**src/rtl/exp_reader_pkg.sv**
```systemverilog
package exp_reader_pkg;

  // Sequencer phases; pin levels decode directly from these.
  typedef enum logic [1:0] {
    ST_IDLE = 2'd0,
    ST_LOAD = 2'd1,
    ST_LOW  = 2'd2,
    ST_HIGH = 2'd3
  } rd_state_e;

endpackage

```
**src/rtl/exp_phase_timer.sv**
```systemverilog
// Counts system cycles inside one sequencer phase; a phase lasts len+1 cycles.
module exp_phase_timer #(
  parameter int DIV_W = 8
) (
  input  logic             clk,
  input  logic             rst_n,
  input  logic             clear,
  input  logic [DIV_W-1:0] len,
  output logic             expire
);

  logic [DIV_W-1:0] cnt_q;

  assign expire = !clear && (cnt_q == len);

  always_ff @(posedge clk or negedge rst_n) begin
    if (!rst_n) begin
      cnt_q <= '0;
    end else if (clear || expire) begin
      cnt_q <= '0;
    end else begin
      cnt_q <= cnt_q + 1'b1;
    end
  end

endmodule

```
**src/rtl/exp_bit_counter.sv**
```systemverilog
// Counts sampled bits within one read.
module exp_bit_counter #(
  parameter int TOTAL = 8,
  localparam int CW   = $clog2(TOTAL + 1)
) (
  input  logic clk,
  input  logic rst_n,
  input  logic clear,
  input  logic step,
  output logic all_taken
);

  logic [CW-1:0] cnt_q;

  assign all_taken = (cnt_q == CW'(TOTAL));

  always_ff @(posedge clk or negedge rst_n) begin
    if (!rst_n) begin
      cnt_q <= '0;
    end else if (clear) begin
      cnt_q <= '0;
    end else if (step) begin
      cnt_q <= cnt_q + 1'b1;
    end
  end

endmodule

```
**src/rtl/exp_capture.sv**
```systemverilog
// MSB-first assembly register plus the held result register.
module exp_capture #(
  parameter int STAGES     = 1,
  parameter int STAGE_BITS = 8,
  localparam int W         = STAGES * STAGE_BITS
) (
  input  logic         clk,
  input  logic         rst_n,
  input  logic         take,
  input  logic         bit_in,
  input  logic         commit,
  output logic [W-1:0] word
);

  logic [W-1:0] shreg_q;
  logic [W-1:0] shreg_d;

  // Oldest sample moves up one place per new bit; the newest enters at bit 0.
  generate
    if (W == 1) begin : g_single
      assign shreg_d = bit_in;
    end else begin : g_multi
      assign shreg_d = {shreg_q[W-2:0], bit_in};
    end
  endgenerate

  always_ff @(posedge clk or negedge rst_n) begin
    if (!rst_n) begin
      shreg_q <= '0;
    end else if (take) begin
      shreg_q <= shreg_d;
    end
  end

  always_ff @(posedge clk or negedge rst_n) begin
    if (!rst_n) begin
      word <= '0;
    end else if (commit) begin
      word <= shreg_q;
    end
  end

endmodule

```
**src/rtl/exp_reader.sv**
```systemverilog
module exp_reader
  import exp_reader_pkg::*;
#(
  parameter int STAGES     = 1,
  parameter int STAGE_BITS = 8,
  parameter int DIV_W      = 8
) (
  input  logic                         clk,
  input  logic                         rst_n,
  input  logic                         start,
  input  logic [DIV_W-1:0]             div_len,
  output logic                         xp_load_n,
  output logic                         xp_sclk,
  input  logic                         xp_sdi,
  output logic                         rd_done,
  output logic [STAGES*STAGE_BITS-1:0] rd_word
);

  localparam int WORD_W = STAGES * STAGE_BITS;

  rd_state_e state_q;
  rd_state_e state_d;
  logic      phase_end;
  logic      all_taken;
  logic      take_bit;
  logic      finish;

  exp_phase_timer #(.DIV_W(DIV_W)) u_timer (
    .clk    (clk),
    .rst_n  (rst_n),
    .clear  (state_q == ST_IDLE),
    .len    (div_len),
    .expire (phase_end)
  );

  exp_bit_counter #(.TOTAL(WORD_W)) u_bits (
    .clk       (clk),
    .rst_n     (rst_n),
    .clear     (state_q == ST_IDLE),
    .step      (take_bit),
    .all_taken (all_taken)
  );

  // Sample on the last low cycle, just before the rising edge is driven.
  assign take_bit = (state_q == ST_LOW) && phase_end;
  assign finish   = (state_q == ST_HIGH) && phase_end && all_taken;

  always_comb begin
    state_d = state_q;
    unique case (state_q)
      ST_IDLE: if (start)     state_d = ST_LOAD;
      ST_LOAD: if (phase_end) state_d = ST_LOW;
      ST_LOW:  if (phase_end) state_d = ST_HIGH;
      ST_HIGH: if (phase_end) state_d = all_taken ? ST_IDLE : ST_LOW;
      default:                state_d = ST_IDLE;
    endcase
  end

  always_ff @(posedge clk or negedge rst_n) begin
    if (!rst_n) begin
      state_q <= ST_IDLE;
      rd_done <= 1'b0;
    end else begin
      state_q <= state_d;
      rd_done <= finish;
    end
  end

  assign xp_load_n = (state_q != ST_LOAD);
  assign xp_sclk   = (state_q == ST_HIGH);

  exp_capture #(.STAGES(STAGES), .STAGE_BITS(STAGE_BITS)) u_cap (
    .clk    (clk),
    .rst_n  (rst_n),
    .take   (take_bit),
    .bit_in (xp_sdi),
    .commit (finish),
    .word   (rd_word)
  );

endmodule

```
**config.mk**
```make
export PLATFORM = sky130hd
export DESIGN_NAME = exp_reader
export DESIGN_NICKNAME = d
export VERILOG_FILES = /design/src/rtl/exp_reader_pkg.sv /design/src/rtl/exp_phase_timer.sv /design/src/rtl/exp_bit_counter.sv /design/src/rtl/exp_capture.sv /design/src/rtl/exp_reader.sv
export SDC_FILE = /design/constraint.sdc
export NUM_CORES = 1
export LEC_CHECK = 0
export BUFFER_PORTS_ARGS = -buffer_cell sky130_fd_sc_hd__buf_4
export CORE_ASPECT_RATIO = 1.4
export CORE_MARGIN = 3
export CORE_UTILIZATION = 40
export CTS_BUF_LIST = sky130_fd_sc_hd__clkbuf_4 sky130_fd_sc_hd__clkbuf_8 sky130_fd_sc_hd__clkbuf_16
export DETAILED_ROUTE_END_ITERATION = 7
export HOLD_SLACK_MARGIN = 0.12
export PLACE_DENSITY = 0.68
export SETUP_SLACK_MARGIN = 0.4
export SKIP_CTS_REPAIR_TIMING = 1
export SKIP_LAST_GASP = 1
export SLEW_MARGIN = 25
export SYNTH_ARGS = -nofsm -noshare
export SYNTH_HDL_FRONTEND = slang
export SYNTH_HIERARCHICAL = 1
export SYNTH_SLANG_ARGS = --single-unit
```
**constraint.sdc**
```tcl
create_clock -name clk -period 3.3 [get_ports clk]
set_clock_uncertainty 0.2 [all_clocks]
set_input_delay 0.33 -clock clk [delete_from_list [all_inputs] [get_ports clk]]
set_output_delay 0.33 -clock clk [all_outputs]
set_load 0.005 [all_outputs]
```
Yosys cells after proc, flatten, opt, wreduce, memory -nomap -nowiden
Index checks and enable logic that the tools add are counted.
Word-level totals
  latch bits: 0
  input bits: 12
  output and inout port bits: 11
  memories kept: 0
  word-level logic and storage cells: 36
  register bits: 31
  memory bits (writable): 0
  memory bits (read-only): 0
Operators by class
  shifts and indexed selects: 0
  mux-type cells: 9
  add/subtract/negate cells: 2
  bitwise gates (word level): 0
  $lt $le $gt $ge: 0
  equality and inequality tests: 10
  $mul: 0
  reduce and logical (&&, ||, !) cells: 9
  div/mod/pow operators: 0
Operator list (number)
  $mux W2: 5
  $add A8 B1 Y8 const B: 1
  $eq A8 B8 Y1: 1
  $mux W4: 2
  $mux W8: 1
  $pmux W2 S4: 1
  $ne A2 B2 Y1 const B: 3
  $add A4 B1 Y4 const B: 1
  $eq A2 B2 Y1 const B: 2
  $eq A4 B4 Y1 const B: 1
  $logic_and A1 B1 Y1: 4
  $ne A2 B1 Y1 const B: 2
  $reduce_and A4 Y1: 1
  $eq A2 B1 Y1 const B: 1
  $logic_not A2 Y1: 1
  $reduce_bool A2 Y1: 1
  $logic_not A1 Y1: 1
  $logic_or A1 B1 Y1: 1

Depth between registers and ports, before layout
Gate-level depths: netlist of the first run.
  depth in word-level cells: 6
  depth in mapped cells: 8

Cells and area by module
The synthesis of the first run kept the hierarchy.
By module, submodules not included
  exp_capture: seq. area each 400.4 um2, area an instance 663.1 um2, instances 1, cells each 34
  exp_phase_timer: seq. area each 200.2 um2, area an instance 524.3 um2, instances 1, cells each 46
  exp_bit_counter: seq. area each 100.1 um2, area an instance 220.2 um2, instances 1, cells each 21
  exp_reader: seq. area each 75.1 um2, area an instance 140.1 um2, instances 1, cells each 13

Least setup slack after synthesis of the first run
Ideal clock, no wire load.
  path kind: reg-to-reg
  start: reg u_timer.cnt_q[4]
  end: reg u_cap.shreg_q[0]
  slack: 0.805 ns
  clock period less this slack: 2.495 ns
  library setup time: 0.125 ns
  path buffers: 1
  data arrival time: 2.170 ns
  cell stages (with the launch flop): 8
  cells stage by stage: dfrtp_1 xor2_1 nor4_4 and3b_1 nand2_1 nor2_1 buf_6 mux2_4
On the way
  cells in the longest elaborated chain, start to end: 3
Ends and longest elaborated chain
  from (decl): line exp_phase_timer.sv:12  | logic [DIV_W-1:0] cnt_q;
  from (signal assigned): line exp_phase_timer.sv:22  | cnt_q <= cnt_q + 1'b1;
  $eq A8 B8 Y1: line exp_phase_timer.sv:14  | assign expire = !clear && (cnt_q == len);
  $logic_and A1 B1 Y1: line exp_phase_timer.sv:14
  via phase_end: line exp_reader.sv:23  | logic phase_end;
  $logic_and A1 B1 Y1: line exp_reader.sv:45  | assign take_bit = (state_q == ST_LOW) && phase_end;
  via take_bit: line exp_reader.sv:25  | logic take_bit;
  to (signal assigned): line exp_capture.sv:31  | shreg_q <= shreg_d;
  to (decl): line exp_capture.sv:15  | logic [W-1:0] shreg_q;
The timed path passes the listed nets, and every way through them passes these cells.
A chain may end at the register's enable or synchronous reset.

Final worst setup path of the first run
  start: reg u_timer.cnt_q[5]
  end: reg u_cap.word[3]
On the way
  cells in the longest elaborated chain, start to end: 4
Ends and longest elaborated chain
  $eq A8 B8 Y1: line exp_phase_timer.sv:14
  $logic_and A1 B1 Y1: line exp_phase_timer.sv:14
  via phase_end: line exp_reader.sv:23
  $logic_and A1 B1 Y1 (2 in a row): line exp_reader.sv:46  | assign finish = (state_q == ST_HIGH) && phase_end && all_taken;
  via finish: line exp_reader.sv:26  | logic finish;
  to (signal assigned): line exp_capture.sv:39  | word <= shreg_q;
  to (decl): line exp_capture.sv:12  | output logic [W-1:0] word
The timed path passes the listed nets, and every way through them passes these cells.

==> results of run 1 <==
==> registers in the layout (all words and copies together) (netlist names) <==
register	flops
state_q	2
u_timer/cnt_q	8
rd_done	1
u_cap/shreg_q	8
u_cap/word	8
u_bits/cnt_q	4
==> metrics by stage <==
step                      cell area, sq um  utilization, %
after floorplan                       1550               -
after global placement                1760            47.8
after detailed placement              1760            47.8
after global routing                  1900            51.6
final                                 1900            51.6
after CTS                             1880            51.0
==> layer usage <==
metal	wire length [microns]	GRT usage [%]	part of all wire [%]	vias to the layer above
met5	0	0	0	-
met4	45	6.12	1.6	0
met3	141	3.72	5.1	5
met2	1500	22.1	55	18
met1	1060	15.9	38	489
li1	-	-	-	466
==> placed cells by master (no fill, tap or decap) <==
master and count:
a211oi_1 5, xor2_2 1, and4_1 1, clkbuf_8 6, ha_1 3, dlygate4sd3_1 2
nand3b_1 1, bufinv_16 1, and3b_1 1, or3_1 3, nand4_1 2, nand3_1 2
nand3_2 1, nor2b_1 1, mux2i_1 3, o21ai_0 3, nor4_4 2, a21oi_1 2
xnor2_1 2, nor2_1 7, inv_1 3, xor2_1 9, clkinv_2 1, mux2_4 17
a21bo_2 1, dfrtp_1 31, a221oi_2 1, buf_4 26, nand2_1 4, or2b_2 1
a221oi_1 2, and2_2 1
==> worst max-delay path, stage by stage, from the launching register on <==
cell and delay, ns:
dfrtp_1 0.42, xor2_1 0.19, nor4_4 0.29, buf_4 0.20
and3b_1 0.26, and4_1 0.58, mux2_4 0.35
==> worst paths after layout <==
kind | depth (start not counted) | end | slack, ns | startpoint
min in group asynchronous | 2 | u_timer/cnt_q[2] | 0.32 | rst_n
setup / recovery | 6 | u_cap/word[3] | 0.69 | u_timer/cnt_q[5]
max in group asynchronous | 2 | u_cap/word[1] | 2.30 | rst_n
hold / removal | 3 | state_q[0] | 0.17 | start
hold reg to reg | 1 | u_cap/word[5] | 0.31 | u_cap/word[5]
setup reg to reg | 6 | u_cap/word[3] | 0.69 | u_timer/cnt_q[5]
==> cells by family (layout without fill, tap and decap cells) <==
family / count (synthesis) / in the layout / synth area share (%)
DFF: 31 / 31 / 50.1
and+or+nand+nor: 27 / 27 / 11.8
muxes: 20 / 20 / 18.4
AOI/OAI and AO/OA: 14 / 14 / 6.79
xor gates and xnor gates: 12 / 12 / 7.28
buffers and inverters: 7 / 39 / 3.15
adders and majority gates: 3 / 3 / 2.43
==> layout make-up <==
cell class                 count  area, sq um  share of cell area [%]
sequential                    31          776                    40.9
clock buffer                   6         82.6                    4.36
multi-input combinational     76          723                    38.2
timing repair buffer          28          215                    11.4
clock inverter                 2         35.0                    1.85
tap                           42         52.6                    2.77
inverter                       3         11.3                   0.594
==> report_power, final <==
group	switching [uW]	internal (uW)	total, uW
sequential	76.6	431	508
clock	135	244	379
combinational	134	131	265
total	346	806	1150
==> impl_results.md, run 1 <==
* Width of the chip at 58.6 microns
* Number of failing setup endpoints in the final timing report at 0
* Unrepaired setup endpoints after global routing: false
* Final critical-path required period at 2.61 ns
* Pre-Repair DR Iteration Count at 4
* Filler cell count at 323
* Kind of launch point of the worst setup path: flip-flop
* Number of register bits inferred by synthesis at 31
* Syn avg cell area at 13.6 sq um
* Highest clock frequency the design can meet at 383 MHz
* Number of DRC violations after detailed routing at 0
* Slew Viols, Final at 0
* Proportion of synthesized chip area in sequential cells at 50.1%
* Predominant post-synthesis flop cell: dfrtp_1
* Final hold viol count at 0
* Cell area after technology mapping at 1550 sq um
* Proportion of layout cells with a drive suffix above 1 at 40.4%
* Final-layout worst hold slack at 0.171 ns
* Pin count of the biggest net entering global routing at 32
* Power density over the cells at 608 nW/um^2
* Initial antenna violation count at 0
* Worst Setup Slack post-DPL at 0.664 ns
* Clk sink count at 31
* Max-cap viol count at 0
* Final period utilization at between 70% and 80%
* Cell total after placement at 178
* Area of the die at around 4700 sq um
* Critical path data arrival time at 2.57 ns
* Post-route non-filler standard cell count at 188
* Leak at 0.000899 uW
* Max VDD drop at 439 uV
* Crit end category: flip-flop
* Headroom to the max-slew limit at between 60% and 70%
* Count of mapped cells out of synthesis at about 110
* Most common cell in the netlist: dfrtp_1
* EDFF count, synth at 0
* Number of H-tree branching levels at 2
* Number of cell rows at 26
* CTS tree: built
* Area growth from synthesis to layout at 22.5%
* Crit Path Class: reg2reg
* Average vias per placed instance at 5.20
* Power Total at 1150 uW
* Library cell used as clock root buffer: clkbuf_8
* Via count of the first global-routing pass at slightly above 1,000
* Cell type with the largest total area after synthesis: dfrtp_1
* Min setup slack post-route at 0.692 ns
* Wire length of the first global-routing pass at 4750 microns
* I/O Buffers at 22
* Post-Synthesis Net Count at roughly 130
* Number of distinct library cells after synthesis at 29
* Top cell types by occurrence after synthesis: dfrtp_1, mux2_4, xor2_1
* Vertical die dimension at 79.6 microns
* Gp weighted congestion at 0.793
* Io pins at 23
* DRC violation total after the first TritonRoute iteration at 7
* Setup TNS Final at 0 ns
* Average wire per standard cell at 14.6 microns
* Crit path required time at approximately 3.3 ns
* Total routed wirelength at between 2000 and 3000 microns
* Hold Path Class: in2reg
* Largest fanout on the critical path at 10
* Async set-reset flop share out of synthesis at 100%
* Count of antenna diodes in the layout at 0
* Net count of the finished layout at 160
* Yosys warnings at 6
* GRT Residual Overflow at 0
* Half-perimeter wire length after placement at 2040 microns
* Later-pin clock latency in the skew report at 0.27 ns
* Post-CTS clock slew at the launch and capture registers of the worst setup and hold paths at about 0.060 ns
* Area contributors post-synth: dfrtp_1, mux2_4, xor2_1
* GRT Overall Usage at a little over an eighth
* Top cell type's share of synthesized area at 50.1%
* Routed Antenna Nets at 0
* Number of vias after detailed routing at 978
* Maximum clock path buffer count at 2
* Outcome: finished, final reports clean
* Initial Util at 42.1%
* CTS Buf Count at 5
* Area of the core at 3680 sq um
* Worst Max-Slew Pin Slew at about 0.56 ns
(Power assumes the default switching activity.)
==> run 2, diff against run 1 <==
--- a/config.mk
+++ b/config.mk
@@ -12,7 +12,7 @@
 export CTS_BUF_LIST = sky130_fd_sc_hd__clkbuf_4 sky130_fd_sc_hd__clkbuf_8 sky130_fd_sc_hd__clkbuf_16
 export DETAILED_ROUTE_END_ITERATION = 7
 export HOLD_SLACK_MARGIN = 0.12
-export PLACE_DENSITY = 0.68
+export PLACE_DENSITY = 0.71
 export SETUP_SLACK_MARGIN = 0.4
 export SKIP_CTS_REPAIR_TIMING = 1
 export SKIP_LAST_GASP = 1
==> constraint.sdc (replaced) <==
create_clock -name clk -period 2.23 [get_ports clk]
set_clock_uncertainty 0.2 [all_clocks]
set_input_delay 0.223 -clock clk [delete_from_list [all_inputs] [get_ports clk]]
set_output_delay 0.223 -clock clk [all_outputs]
set_load 0.005 [all_outputs]
==> run 2 against run 1 <==
Cell count grew 5.9%. Sequential cell count is the same. Fmax grew 19%. Count of clock-buffer cells in the layout grew 2. Critical path type unchanged. Via count grew 5.9%. Total power grew 50%. First-iteration DRC count grew to 4.4 times the previous value. Critical endpoint is now u_cap/word[4]. Utilization grew 2.6 points. Critical path depth shrank 1.
==> impl_results.md, run 2 (same netlist as run 1, synthesis figures left out) <==
* Worst Max-Slew Pin Slew at 0.394 ns
* Area of the die at 4660 sq um
* Hold Path Class: in2reg
* Crit end category: flip-flop
* Proportion of layout cells with a drive suffix above 1 at a little under half
* Number of H-tree branching levels at 2
* Via count of the first global-routing pass at 1,107
* Unrepaired setup endpoints after global routing: true
* Pin count of the biggest net entering global routing at 32
* Half-perimeter wire length after placement at 2250 microns
* Gp weighted congestion at 0.823
* Final-layout worst hold slack at 0.118 ns
* Pre-Repair DR Iteration Count at 4
* Leak at 0.000952 uW
* Initial antenna violation count at 0
* CTS Buf Count at 5
* Final critical-path required period at between 2 and 2.5 ns
* Net count of the finished layout at approximately 170
* Later-pin clock latency in the skew report at 0.28 ns
* Number of vias after detailed routing at 1,036
* Global Route met2 Usage at between 20% and 30%
* Regs by FF count: u_cap/shreg_q (8), u_cap/word (8), u_timer/cnt_q (8)
* Largest fanout on the critical path at 10
* Number of cell rows at 26
* Routed Antenna Nets at 0
* Average wire per standard cell at 16.1 microns
* Crit Path Class: reg2reg
* Most common library cell in the layout ignoring fill and taps: buf_4
* Kind of launch point of the worst setup path: flip-flop
* Final hold viol count at 0
* DRC violation total after the first TritonRoute iteration at 31
* GRT Residual Overflow at 0
* Area growth from synthesis to layout at 28.6%
* Vertical die dimension at between 70 and 80 microns
* Clk sink count at 31
* Utilization after layout at 54.2%
* Max-cap viol count at 0
* Headroom to the max-slew limit at 73.7%
* Cell total after placement at between 150 and 200
* Post-CTS clock slew at the launch and capture registers of the worst setup and hold paths at 0.07 ns
* Initial Util at 42.1%
* Final period utilization at 98.6%
* GRT Overall Usage at 15.0%
* Filler cell count at 314
* Slew Viols, Final at 0
* Crit path required time at 2.18 ns
* Width of the chip at 58.6 microns
* Io pins at 23
* Met3 routing resource usage after global routing at between 4 and 5%
* Average vias per placed instance at approximately 5.2
* Most utilized layer in the global route result: met2
* Maximum clock path buffer count at 2
* Wire length of the first global-routing pass at 5300 microns
* Max VDD drop at 546 uV
* Count of antenna diodes in the layout at 0
* Power density over the cells at ~870 nW/um^2
* Highest clock frequency the design can meet at 455 MHz
* I/O Buffers at 22
* Outcome: finished, final reports clean
* Number of failing setup endpoints in the final timing report at 0
* Area of the core at 3680 sq um
* Critical path data arrival time at between 2 and 2.5 ns
* Number of DRC violations after detailed routing at 0
* Global Route met1 Usage at 17.5%
* CTS tree: built
* Most frequent cells in the layout: buf_4, dfrtp_1, mux2_4
* Total routed wirelength at roughly 3200 microns
* Post-route non-filler standard cell count at 199
* Library cell used as clock root buffer: clkbuf_8
-- run 2: metal layers --
metal	vias up	share of wire (%)
li1	484	-
met1	523	41
met2	27	55
met3	2	4.0
met4	0	0.44
met5	-	0
-- run 2: power by group --
group	total (uW)	internal, uW	switching (uW)
clock network	488	293	195
registers	706	638	68.3
logic	535	262	273
total	1730	1190	536
-- run 2: worst paths after layout --
check | from | to | slack, ns | cells after the start
max in group asynchronous | rst_n | state_q[1] | 1.33 | 2
max reg2reg | u_timer/cnt_q[1] | u_cap/word[4] | 0.03 | 5
min in group asynchronous | rst_n | u_cap/word[7] | 0.21 | 2
max | u_timer/cnt_q[1] | u_cap/word[4] | 0.03 | 5
min reg2reg | u_cap/word[2] | u_cap/word[2] | 0.32 | 1
min | start | state_q[0] | 0.12 | 3
-- run 2: area by class of cell --
cell class              instances  area, sq um  share of cell area, %
repair buffers                 39          310                   15.6
inverters                       3         11.3                  0.566
clock buffers                   8          104                   5.22
multi-input cells              76          737                   37.0
well taps                      42         52.6                   2.64
flip-flops and latches         31          776                   39.0
-- run 2: per-stage QoR --
step                cell area [sq um]  TNS, ns  power, uW  setup slack, ns
floorplan                        1570    -1.85       1040           -0.121
global route                     1990   -0.449       1840          -0.0364
CTS                              1930   -0.372       1740          -0.0456
detailed placement               1830   -0.188       1230          -0.0297
finish                           1990        0       1730           0.0314
global placement                 1830        0       1210           0.0213
-- run 2: critical path: stages, from the launching register on --
cell	delay (ns)
dfrtp_1	0.41
xor2_1	0.18
nor4_4	0.34
and3b_2	0.28
and4_4	0.35
mux2_4	0.32
==> run 3, diff against run 2 <==
--- a/config.mk
+++ b/config.mk
@@ -6,13 +6,15 @@
 export NUM_CORES = 1
 export LEC_CHECK = 0
 export BUFFER_PORTS_ARGS = -buffer_cell sky130_fd_sc_hd__buf_4
+export CELL_PAD_IN_SITES_DETAIL_PLACEMENT = 2
+export CELL_PAD_IN_SITES_GLOBAL_PLACEMENT = 2
 export CORE_ASPECT_RATIO = 1.4
 export CORE_MARGIN = 3
-export CORE_UTILIZATION = 40
+export CORE_UTILIZATION = 35
 export CTS_BUF_LIST = sky130_fd_sc_hd__clkbuf_4 sky130_fd_sc_hd__clkbuf_8 sky130_fd_sc_hd__clkbuf_16
 export DETAILED_ROUTE_END_ITERATION = 7
 export HOLD_SLACK_MARGIN = 0.12
-export PLACE_DENSITY = 0.71
+export PLACE_DENSITY_LB_ADDON = 0.1
 export SETUP_SLACK_MARGIN = 0.4
 export SKIP_CTS_REPAIR_TIMING = 1
 export SKIP_LAST_GASP = 1
==> run 3 against run 2 <==
Combinational power is 2% lower. Die area is 13% higher. Count of clock-buffer cells in the layout is 2 lower. Total power is 3.0% lower. Critical path depth is 2 higher. First-iteration DRC count is 39% lower. Global-route usage is 0.11 points lower. Sequential share of layout area is 0.46 points lower. Largest power group unchanged.
==> impl_results.md, run 3 (same netlist as run 1, synthesis figures left out) <==
* CP bufs+invs at 0
* Post-CTS clock slew at the launch and capture registers of the worst setup and hold paths at 0.07 ns
* GRT Overall Usage at approximately 15%
* Critical path data arrival time at 2.18 ns
* Crit path max-delay family: simple AND/OR/NAND/NOR gates
* Library cell used as clock root buffer: clkbuf_8
* Final period utilization at 99.7%
* Regs by FF count: u_cap/shreg_q (8), u_cap/word (8), u_timer/cnt_q (8)
* CTS tree: built
* Pre-Repair DR Iteration Count at 3
* Number of cell rows at 28
* Later-pin clock latency in the skew report at approximately 0.28 ns
* Number of DRC violations after detailed routing at 0
* Vertical die dimension at 84.7 microns
* Slew Viols, Final at 0
* Via count of the first global-routing pass at 1,226
* Multi-input combinational cell area at 747 sq um
* Wire length of the first global-routing pass at slightly above 6000 microns
* GRT Residual Overflow at 0
* Initial antenna violation count at 0
* Leak at between 0.0009 and 0.001 uW
* Number of failing setup endpoints in the final timing report at 0
* Average wire per standard cell at 16.3 microns
* Io pins at 23
* Routed Antenna Nets at 0
* Total routed wirelength at 3500 microns
* Cell total after placement at 203
* Total area of sequential cells at 776 sq um
* Crit Path Class: reg2reg
* Cell with the biggest individual delay on the critical path: dfrtp_1
* Final std cell area, no fill at about 2000 sq um
* DRC violation total after the first TritonRoute iteration at 19
* CTS Buf Count at 5
* Cell-by-cell trace of the critical path: xor2_1 -> nor4_4 -> and3b_2 -> nand2_2 -> nor2_4 -> nand4_1 -> mux2_4
* Final hold viol count at 0
* Placed inst area at 1870 sq um
* Width of the chip at between 60 and 70 microns
* Crit end category: flip-flop
* Area of the die at 5270 sq um
* Number of H-tree branching levels at 2
* Headroom to the max-slew limit at 72.4%
* Gp weighted congestion at 0.726
* Final critical-path required period at around 2.2 ns
* Largest incremental delay on the critical path at 0.39 ns
* Pin count of the biggest net entering global routing at 32
* Count of antenna diodes in the layout at 0
* Maximum clock path buffer count at 2
* Half-perimeter wire length after placement at between 2000 and 3000 microns
* Kind of launch point of the worst setup path: flip-flop
* Crit path required time at 2.19 ns
* Most frequent cells in the layout: buf_4, dfrtp_1, mux2_4
* Hold Path Class: in2async
* Area of the core at approximately 4200 sq um
* Highest clock frequency the design can meet at between 400 and 500 MHz
* Average vias per placed instance at 4.83
* Max VDD drop at 462 uV
* Worst Max-Slew Pin Slew at 0.414 ns
* Most common library cell in the layout ignoring fill and taps: buf_4
* I/O Buffers at 22
* Power density over the cells at roughly 830 nW/um^2
* Net count of the finished layout at 170
* Outcome: finished, final reports clean
* Filler cell count at 429
* Clk sink count at 31
* Largest fanout on the critical path at 3
* Post-route non-filler standard cell count at 215
* Initial Util at 36.5%
* Number of vias after detailed routing at between 1,000 and 1,500
* Proportion of layout cells with a drive suffix above 1 at 47.7%
* Max-cap viol count at 0
* Area growth from synthesis to layout at 30.2%
* Unrepaired setup endpoints after global routing: true
==> run 3: metrics by stage <==
step           total power, uW  hold WS (ns)  TNS [ns]  util [%]  setup slack [ns]
5_1_grt                   1800         0.286    -0.662      47.5            -0.101
3_3_place_gp              1220       -0.0140         0      44.2            0.0733
6_report                  1680         0.237         0      47.5           0.00656
4_1_cts                   1710        -0.312   -0.0312      46.2           -0.0312
2_1_floorplan             1040        -0.273     -1.85         -            -0.121
3_5_place_dp              1250      -0.00520         0      44.2           0.00711
==> run 3: cell type report <==
class	count	area share, %
Timing Repair Buffer	38	15.8
Clock buffer	6	4.10
Tap cell	60	3.73
Clock inverter	1	0.248
Sequential cell	31	38.5
Inverter	3	0.559
Multi-Input combinational cell	76	37.1
==> run 3: per-layer routing <==
layer | part of all wire [%] | up-vias | GRT usage [%]
met5 | 0 | - | 0
met4 | 1.3 | 0 | 4.83
met3 | 3.2 | 5 | 4.42
met2 | 58 | 14 | 29.3
met1 | 37 | 534 | 14.6
li1 | - | 485 | -
==> run 3: worst paths after layout <==
check	from	to	slack [ns]	depth (start not counted)
hold / removal	rst_n	u_timer/cnt_q[0]	0.24	2
min in group clk	u_cap/word[4]	u_cap/word[4]	0.32	1
hold reg to reg	u_cap/word[4]	u_cap/word[4]	0.32	1
setup / recovery	u_timer/cnt_q[0]	u_bits/cnt_q[3]	0.007	7
setup reg to reg	u_timer/cnt_q[0]	u_bits/cnt_q[3]	0.007	7
max in group asynchronous	rst_n	u_cap/word[4]	1.29	2
==> run 3: report_power, final <==
part,switching (uW),total [uW],internal [uW]
combinational,267,522,255
clock,202,444,242
sequential,73.2,711,638
